File: config.mk
export PLATFORM = sky130hd
export DESIGN_NAME = swireSeq
export DESIGN_NICKNAME = d
export VERILOG_FILES = /design/src/rtl/swirePkg.sv /design/src/rtl/swireDatapath.sv /design/src/rtl/swireCtrl.sv /design/src/rtl/swireSeq.sv
export SDC_FILE = /design/constraint.sdc
export NUM_CORES = 1
export LEC_CHECK = 0
export ABC_AREA = 1
export BUFFER_PORTS_ARGS = -buffer_cell sky130_fd_sc_hd__buf_2
export CAP_MARGIN = 20
export CORE_MARGIN = 10
export CORE_UTILIZATION = 52
export DETAILED_ROUTE_END_ITERATION = 6
export PLACE_DENSITY = 0.82
export SLEW_MARGIN = 30
export SYNTH_ARGS = -nofsm -noshare
export SYNTH_HDL_FRONTEND = slang
export SYNTH_SLANG_ARGS = --single-unit
File: constraint.sdc
create_clock -name clk -period 2.3 [get_ports clk]
set_input_delay 0.23 -clock clk [delete_from_list [all_inputs] [get_ports clk]]
set_output_delay 0.23 -clock clk [all_outputs]
set_load 0.03 [all_outputs]
File: src/rtl/swirePkg.sv
package swirePkg;

  typedef enum logic [1:0] {
    BE_STBY = 2'd0,
    BE_HDR  = 2'd1,
    BE_TX   = 2'd2,
    BE_RX   = 2'd3
  } beOp_e;

  typedef enum logic [2:0] {
    SEL_DEV,
    SEL_CMD,
    SEL_AHI,
    SEL_ALO,
    SEL_DATA
  } txSel_e;

  localparam logic [3:0] OP_READ  = 4'd0;
  localparam logic [3:0] OP_CRRD  = 4'd1;
  localparam logic [3:0] OP_RDSR  = 4'd2;
  localparam logic [3:0] OP_WRITE = 4'd3;
  localparam logic [3:0] OP_WRSR  = 4'd4;
  localparam logic [3:0] OP_WREN  = 4'd5;
  localparam logic [3:0] OP_WRDI  = 4'd6;
  localparam logic [3:0] OP_ERAL  = 4'd7;
  localparam logic [3:0] OP_SETAL = 4'd8;

  localparam logic [1:0] ST_OK    = 2'd0;
  localparam logic [1:0] ST_RETRY = 2'd1;
  localparam logic [1:0] ST_FAIL  = 2'd2;

  localparam logic [7:0] DEV_ADDR = 8'hA0;

  typedef struct packed {
    logic   latch;
    logic   clrIdx;
    logic   incIdx;
    logic   clrRetry;
    logic   incRetry;
    logic   capRx;
    logic   setOk;
    logic   setFail;
    txSel_e sel;
  } ctlStb_t;

  function automatic logic [7:0] cmdCode(input logic [3:0] op);
    case (op)
      OP_READ:  cmdCode = 8'h03;
      OP_CRRD:  cmdCode = 8'h06;
      OP_RDSR:  cmdCode = 8'h05;
      OP_WRITE: cmdCode = 8'h6C;
      OP_WRSR:  cmdCode = 8'h6E;
      OP_WREN:  cmdCode = 8'h96;
      OP_ERAL:  cmdCode = 8'h6D;
      OP_SETAL: cmdCode = 8'h67;
      default:  cmdCode = 8'h91;
    endcase
  endfunction

endpackage

File: src/rtl/swireDatapath.sv
module swireDatapath
  import swirePkg::*;
#(
  parameter int MAX_BYTES = 4,
  parameter int MAX_RETRY = 3,
  localparam int IW = $clog2(MAX_BYTES),
  localparam int RW = $clog2(MAX_RETRY + 1),
  localparam int DW = MAX_BYTES * 8
) (
  input  logic          clk,
  input  logic          rstN,
  input  ctlStb_t       stb,
  input  logic [3:0]    reqOp,
  input  logic [15:0]   reqAddr,
  input  logic [IW-1:0] reqCount,
  input  logic [DW-1:0] reqWrData,
  input  logic [7:0]    beRxByte,
  output logic [7:0]    txByte,
  output logic          hasAddr,
  output logic          cmdOnly,
  output logic          dataRx,
  output logic          lastData,
  output logic          retryDone,
  output logic [1:0]    status,
  output logic          rdValid,
  output logic [7:0]    rdData
);

  logic [3:0]    opR;
  logic [15:0]   addrR;
  logic [IW-1:0] cntR;
  logic [IW-1:0] idx;
  logic [DW-1:0] wdR;
  logic [DW-1:0] wdShift;
  logic [RW-1:0] retryCnt;

  always_ff @(posedge clk or negedge rstN) begin
    if (!rstN) begin
      opR      <= OP_WRDI;
      addrR    <= '0;
      cntR     <= '0;
      wdR      <= '0;
      idx      <= '0;
      retryCnt <= '0;
      status   <= ST_OK;
      rdValid  <= 1'b0;
      rdData   <= '0;
    end else begin
      if (stb.latch) begin
        opR   <= reqOp;
        addrR <= reqAddr;
        cntR  <= reqCount;
        wdR   <= reqWrData;
      end
      if (stb.clrIdx)      idx <= '0;
      else if (stb.incIdx) idx <= idx + 1'b1;
      if (stb.clrRetry)      retryCnt <= '0;
      else if (stb.incRetry) retryCnt <= retryCnt + 1'b1;
      if (stb.setOk)        status <= (retryCnt == '0) ? ST_OK : ST_RETRY;
      else if (stb.setFail) status <= ST_FAIL;
      rdValid <= stb.capRx;
      if (stb.capRx) rdData <= beRxByte;
    end
  end

  always_comb begin
    hasAddr  = (opR == OP_READ) || (opR == OP_WRITE);
    dataRx   = (opR == OP_READ) || (opR == OP_CRRD) || (opR == OP_RDSR);
    cmdOnly  = !dataRx && (opR != OP_WRITE) && (opR != OP_WRSR);
    lastData = (opR == OP_WRSR) || (idx == cntR);
    retryDone = (retryCnt == RW'(MAX_RETRY));
  end

  assign wdShift = wdR >> {idx, 3'b000};

  always_comb begin
    case (stb.sel)
      SEL_CMD:  txByte = cmdCode(opR);
      SEL_AHI:  txByte = addrR[15:8];
      SEL_ALO:  txByte = addrR[7:0];
      SEL_DATA: txByte = wdShift[7:0];
      default:  txByte = DEV_ADDR;
    endcase
  end


  retry_bound_chk: assert property (@(posedge clk) disable iff (!rstN)
    stb.incRetry |-> (retryCnt < RW'(MAX_RETRY)));


  fail_status_chk: assert property (@(posedge clk) disable iff (!rstN)
    stb.setFail |=> (status == ST_FAIL));

endmodule

File: src/rtl/swireCtrl.sv
module swireCtrl
  import swirePkg::*;
(
  input  logic    clk,
  input  logic    rstN,
  input  logic    reqValid,
  input  logic    beDone,
  input  logic    beSak,
  input  logic    hasAddr,
  input  logic    cmdOnly,
  input  logic    dataRx,
  input  logic    lastData,
  input  logic    retryDone,
  output logic    reqReady,
  output logic    beReq,
  output beOp_e   beOp,
  output logic    beMak,
  output logic    done,
  output ctlStb_t stb
);

  typedef enum logic [3:0] {
    S_IDLE, S_STBY, S_HDR, S_DEV, S_CMD, S_AHI, S_ALO, S_DATA, S_FIN
  } state_e;

  state_e state, next;
  logic   fault, goodEnd;

  always_ff @(posedge clk or negedge rstN) begin
    if (!rstN) state <= S_IDLE;
    else       state <= next;
  end

  always_comb begin
    next     = state;
    stb      = '0;
    stb.sel  = SEL_DEV;
    beReq    = 1'b0;
    beOp     = BE_STBY;
    beMak    = 1'b0;
    reqReady = 1'b0;
    done     = 1'b0;
    fault    = 1'b0;
    goodEnd  = 1'b0;
    case (state)
      S_IDLE: begin
        reqReady = 1'b1;
        if (reqValid) begin
          stb.latch    = 1'b1;
          stb.clrRetry = 1'b1;
          next         = S_STBY;
        end
      end
      S_STBY: begin
        beReq = 1'b1;
        if (beDone) begin
          stb.clrIdx = 1'b1;
          next       = S_HDR;
        end
      end
      S_HDR: begin
        beReq = 1'b1;
        beOp  = BE_HDR;
        beMak = 1'b1;
        if (beDone) next = S_DEV;
      end
      S_DEV: begin
        beReq = 1'b1;
        beOp  = BE_TX;
        beMak = 1'b1;
        if (beDone) begin
          if (!beSak) fault = 1'b1;
          else        next  = S_CMD;
        end
      end
      S_CMD: begin
        beReq   = 1'b1;
        beOp    = BE_TX;
        beMak   = !cmdOnly;
        stb.sel = SEL_CMD;
        if (beDone) begin
          if (!beSak)       fault   = 1'b1;
          else if (cmdOnly) goodEnd = 1'b1;
          else if (hasAddr) next    = S_AHI;
          else              next    = S_DATA;
        end
      end
      S_AHI: begin
        beReq   = 1'b1;
        beOp    = BE_TX;
        beMak   = 1'b1;
        stb.sel = SEL_AHI;
        if (beDone) begin
          if (!beSak) fault = 1'b1;
          else        next  = S_ALO;
        end
      end
      S_ALO: begin
        beReq   = 1'b1;
        beOp    = BE_TX;
        beMak   = 1'b1;
        stb.sel = SEL_ALO;
        if (beDone) begin
          if (!beSak) fault = 1'b1;
          else        next  = S_DATA;
        end
      end
      S_DATA: begin
        beReq   = 1'b1;
        beOp    = dataRx ? BE_RX : BE_TX;
        beMak   = !lastData;
        stb.sel = SEL_DATA;
        if (beDone) begin
          if (!beSak) fault = 1'b1;
          else begin
            stb.capRx = dataRx;
            if (lastData) goodEnd    = 1'b1;
            else          stb.incIdx = 1'b1;
          end
        end
      end
      S_FIN: begin
        done = 1'b1;
        next = S_IDLE;
      end
      default: next = S_IDLE;
    endcase
    if (fault) begin
      if (retryDone) begin
        stb.setFail = 1'b1;
        next        = S_FIN;
      end else begin
        stb.incRetry = 1'b1;
        next         = S_STBY;
      end
    end
    if (goodEnd) begin
      stb.setOk = 1'b1;
      next      = S_FIN;
    end
  end


  hdr_follow_chk: assert property (@(posedge clk) disable iff (!rstN)
    (beReq && beOp == BE_STBY && beDone) |=> (beReq && beOp == BE_HDR && beMak));


  fault_restart_chk: assert property (@(posedge clk) disable iff (!rstN)
    (beReq && beDone && !beSak && (beOp == BE_TX || beOp == BE_RX))
      |=> ((beReq && beOp == BE_STBY) || done));


  done_pulse_chk: assert property (@(posedge clk) disable iff (!rstN)
    done |=> (!done && reqReady));


  ready_excl_chk: assert property (@(posedge clk) disable iff (!rstN)
    !(reqReady && beReq));

endmodule

File: src/rtl/swireSeq.sv
module swireSeq
  import swirePkg::*;
#(
  parameter int MAX_BYTES = 4,
  parameter int MAX_RETRY = 3,
  localparam int IW = $clog2(MAX_BYTES),
  localparam int DW = MAX_BYTES * 8
) (
  input  logic          clk,
  input  logic          rstN,
  input  logic          reqValid,
  output logic          reqReady,
  input  logic [3:0]    reqOp,
  input  logic [15:0]   reqAddr,
  input  logic [IW-1:0] reqCount,
  input  logic [DW-1:0] reqWrData,
  output logic          rdValid,
  output logic [7:0]    rdData,
  output logic          done,
  output logic [1:0]    status,
  output logic          beReq,
  output logic [1:0]    beOp,
  output logic [7:0]    beTxByte,
  output logic          beMak,
  input  logic          beDone,
  input  logic          beSak,
  input  logic [7:0]    beRxByte
);

  ctlStb_t stb;
  beOp_e   opKind;
  logic    hasAddr, cmdOnly, dataRx, lastData, retryDone;

  assign beOp = opKind;

  swireCtrl u_ctrl (
    .clk       (clk),
    .rstN      (rstN),
    .reqValid  (reqValid),
    .beDone    (beDone),
    .beSak     (beSak),
    .hasAddr   (hasAddr),
    .cmdOnly   (cmdOnly),
    .dataRx    (dataRx),
    .lastData  (lastData),
    .retryDone (retryDone),
    .reqReady  (reqReady),
    .beReq     (beReq),
    .beOp      (opKind),
    .beMak     (beMak),
    .done      (done),
    .stb       (stb)
  );

  swireDatapath #(
    .MAX_BYTES (MAX_BYTES),
    .MAX_RETRY (MAX_RETRY)
  ) u_dp (
    .clk       (clk),
    .rstN      (rstN),
    .stb       (stb),
    .reqOp     (reqOp),
    .reqAddr   (reqAddr),
    .reqCount  (reqCount),
    .reqWrData (reqWrData),
    .beRxByte  (beRxByte),
    .txByte    (beTxByte),
    .hasAddr   (hasAddr),
    .cmdOnly   (cmdOnly),
    .dataRx    (dataRx),
    .lastData  (lastData),
    .retryDone (retryDone),
    .status    (status),
    .rdValid   (rdValid),
    .rdData    (rdData)
  );


  be_hold_chk: assert property (@(posedge clk) disable iff (!rstN)
    (beReq && !beDone) |=> (beReq && $stable(beOp) && $stable(beTxByte) && $stable(beMak)));


  nomak_end_chk: assert property (@(posedge clk) disable iff (!rstN)
    (beReq && beDone && beSak && !beMak && (beOp == 2'd2 || beOp == 2'd3)) |=> done);

endmodule

==> results.tsv <==
stage	metric	value	unit
run_status	outcome	finished, final reports clean	
global_routing	grt_max_degree	64	
global_routing	met3_usage	4.89	%
power_and_ir_drop	ir_drop	0.563	mV
clock_network	cts.sinks	73	
sta	setup_viol	0	
clock_network	cts_buffers	9	
yosys	synth_most_common_cell	nand2_1	
worst_setup_path	crit_required	2070	ps
global_routing	grt_pass1_wl	17200	um
die	start_util	53.2	%
hold_path	hold_path_end	u_dp.addrR[4]	
worst_setup_path	crit_type	reg -> out	
yosys	synthMuxAreaShare	0	%
yosys	synthCells	485	
yosys	yosys-top-cells-count	228 x nand2_1, 71 x dfrtp_1, 30 x o21ai_0	
place	placed_area	4330	um2
worst_setup_path	startpoint_type	flip-flop	
worst_setup_path	crit_start	u_dp.opR[1]	
detailed_routing	drc_errors	0	
yosys	synth_top_cell_area_share	46.3	%
clock_network	cts-root-buf	clkbuf_8	
layout	fin_cells	684	
die	die_x	106	um
yosys	syn_nets	560	
hold_path	hold_class	in -> reg	
sta	clock_skew	6.95	ps
yosys	synthArstFlopShare	100	%
global_routing	use_met1	23.0	%
sta	finalCriticalPeriod	2260	ps
yosys	synth_warnings	0	
yosys	synth_compound_area_share	9.19	%
global_routing	grt_pass1_vias	3698	
global_routing	globalRouteTotalUtil	18.7	%
clock_network	clkTransAtPathRegs	80	ps
worst_setup_path	reg2regPathDepth	12	
worst_setup_path	r2r-start	u_dp.opR[1]	
sta	slew_headroom	57.3	%
yosys	synth_seq_area_share	47.7	%
yosys	ys_types	40	
global_routing	grt_antenna_before_repair	0	
power_and_ir_drop	p_leak	0.00254	uW
yosys	yosys-top-cells-area	dfrtp_1 46%, nand2_1 22%, o21ai_0 3.9%, ha_1 2.6%, inv_1 2.4%	
layout	drive_gt1_share	27.1	%
yosys	synth.avg_cell_area	7.91	um2
worst_setup_path	r2r_end	u_ctrl.state[2]	
power_and_ir_drop	power	6180	uW
power_and_ir_drop	power_density	1350	nW/um2
yosys	synthAdderAreaFrac	2.61	%
die	dieHeight	106	um
place	port_buffers	91	
place	place_ws	351	ps
run	max_cap_viol_count	0	
die	io_pins	92	
detailed_routing	first_pass_iters	5	
sta	hold_viol_final	0	
hold_path	worstHoldStart	reqAddr[4]	
detailed_routing	wl_per_cell	15.2	um
sta	final.setup.tns	0	ps
detailed_routing	vias_per_cell	5.08	
sta	period_share	98.1	%
detailed_routing	routed_wl	10400	um
yosys	synth_top_flop_cell	dfrtp_1	
yosys	synth_area	3840	um2
yosys	synth_seq_cells	73	
layout	syn_to_final_growth	19.5	%
sta	rsz0062_at_grt	yes	
yosys	synth_enable_flop_cells	0	
sta	tightest_slew	640	ps
place	dp.cells	663	
sta	final_max_slew_viol_count	0	
global_routing	gr-total-overflow	0	
clock_network	insertion_delay	350	ps
yosys	synth_top_family_by_area	simple AND/OR/NAND/NOR gates	
worst_setup_path	worstSetupEndpointType	output pin	
detailed_routing	drtAntennaViolNets	0	
yosys	yosysTopAreaCell	dfrtp_1	
place	routabilityCongestion	0.940	
detailed_routing	drt_iter0_markers	214	
layout	finalInstanceArea	4590	um2
clock_network	ctsHtreeMaxLevel	3	
clock_network	ctsLongestPathBuffers	2	
yosys	synth_xor_area_share	0	%
global_routing	grt_use_met2	30.2	%
die	rows	31	
place	dp_hpwl	7700	um
yosys	synthSimpleGateAreaFrac	33.9	%
sta	fin_ws	43.1	ps
die	coreArea	7210	um2
sta	max_freq	443	MHz
hold_path	min_path_cells	3	
global_routing	grt.busiest_layer	met2	
worst_setup_path	r2r_slack	460	ps
worst_setup_path	crit_arrival	2030	ps
worst_setup_path	cp_max_fo	4	
die	die_area	11200	um2
detailed_routing	num_vias	3474	
layout	fin_nets	654	
clock_network	cts_tree	built	
-- placed cells by master (no fill, tap or decap), drive strengths merged --
cell / synthesis / final
nand2: 239 / 239
buf: 14 / 98
dfrtp: 71 / 71
o21ai: 31 / 31
inv: 31 / 31
nor2: 31 / 31
nand3: 13 / 13
a21oi: 13 / 13
clkbuf: 3 / 12
ha: 8 / 8
o22ai: 6 / 6
nor3: 5 / 5
clkinv: 1 / 5
nand4: 4 / 4
a22oi: 2 / 2
o2111ai: 2 / 2
dfstp: 2 / 2
diode: 0 / 1
nand3b: 1 / 1
or2: 1 / 1
o21bai: 1 / 1
a32oi: 1 / 1
a21o: 1 / 1
nor3b: 1 / 1
o211ai: 1 / 1
a31o: 1 / 1
o21a: 1 / 1
bufinv: 0 / 1
dlygate4sd3: 0 / 1
-- power breakdown --
group / internal (uW) / total (uW) / switching, uW
clock: 557 / 1040 / 479
combinational: 948 / 2870 / 1930
sequential: 1860 / 2270 / 409
-- final cells by class --
cell class / count / area [um2]
clock inverter: 5 / 53.8
tap: 99 / 124
fill: 659 / 2630
clock buffer: 11 / 151
multi-input combinational: 363 / 1760
sequential: 73 / 1830
timing repair buffer: 100 / 534
inverter: 32 / 128
antenna: 1 / 2.50
-- per-layer routing --
metal  vias to the layer above  share of wire (%)
met5                         -                  0
met4                         0                2.6
met3                        23                5.7
met2                       124                 49
met1                      1608                 43
li1                       1719                  -
-- critical path: stages (launching register included) --
cell,delay (ps)
dfstp_2,550
inv_2,60
ha_2,200
a21oi_1,170
or2_1,180
o21bai_1,150
nand4_1,190
buf_6,190
-- per-stage QoR --
stage          hold WS, ps  utilization [%]
2_1_floorplan        -65.6                -
3_3_place_gp           274             60.0
3_5_place_dp           291             60.0
4_1_cts               52.8             63.1
5_1_grt               56.4             63.5
6_report              71.5             63.6
-- flip-flops by register name (all words and copies together) (netlist names) --
| register | flops |
|---|---|
| u_dp.wdR | 32 |
| u_dp.addrR | 16 |
| u_dp.rdData | 8 |
| u_ctrl.state | 4 |
| u_dp.opR | 4 |
| u_dp.cntR | 2 |
| u_dp.idx | 2 |
| u_dp.retryCnt | 2 |
| u_dp.status | 2 |
| u_dp.rdValid | 1 |
-- timing repair --
| item | CTS | global route |
|---|---|---|
| gates resized for setup | 1 | 10 |
| buffers inserted | 1 | 2 |
| hold buffers | 1 | 0 |
| pin swaps | 2 | 2 |
| hold endpoints to repair | 27 | 0 |
| endpoints found under the setup margin | 4 | 6 |
-- how the worst max path moves through the flow --
stage | end | slack [ps] | cells past startpoint
final | beTxByte[6] | 40 | 7
after CTS | beTxByte[6] | 10 | 7
after floorplan | beOp[0] | 480 | 8
after global placement | beMak | 430 | 9
after detailed placement | beTxByte[6] | 350 | 7
after global routing | beMak | -30 | 9
-- cells by family (layout without fill, tap and decap cells) --
kind of cell	Yosys count	after routing
AND/OR/NAND/NOR	295	295
flip-flops	73	73
other	0	1
adder cells (fa/ha/maj)	8	8
buffers and inverters	49	148
AO/OA/AOI/OAI	60	60
Power figures use the tool's default switching activity.
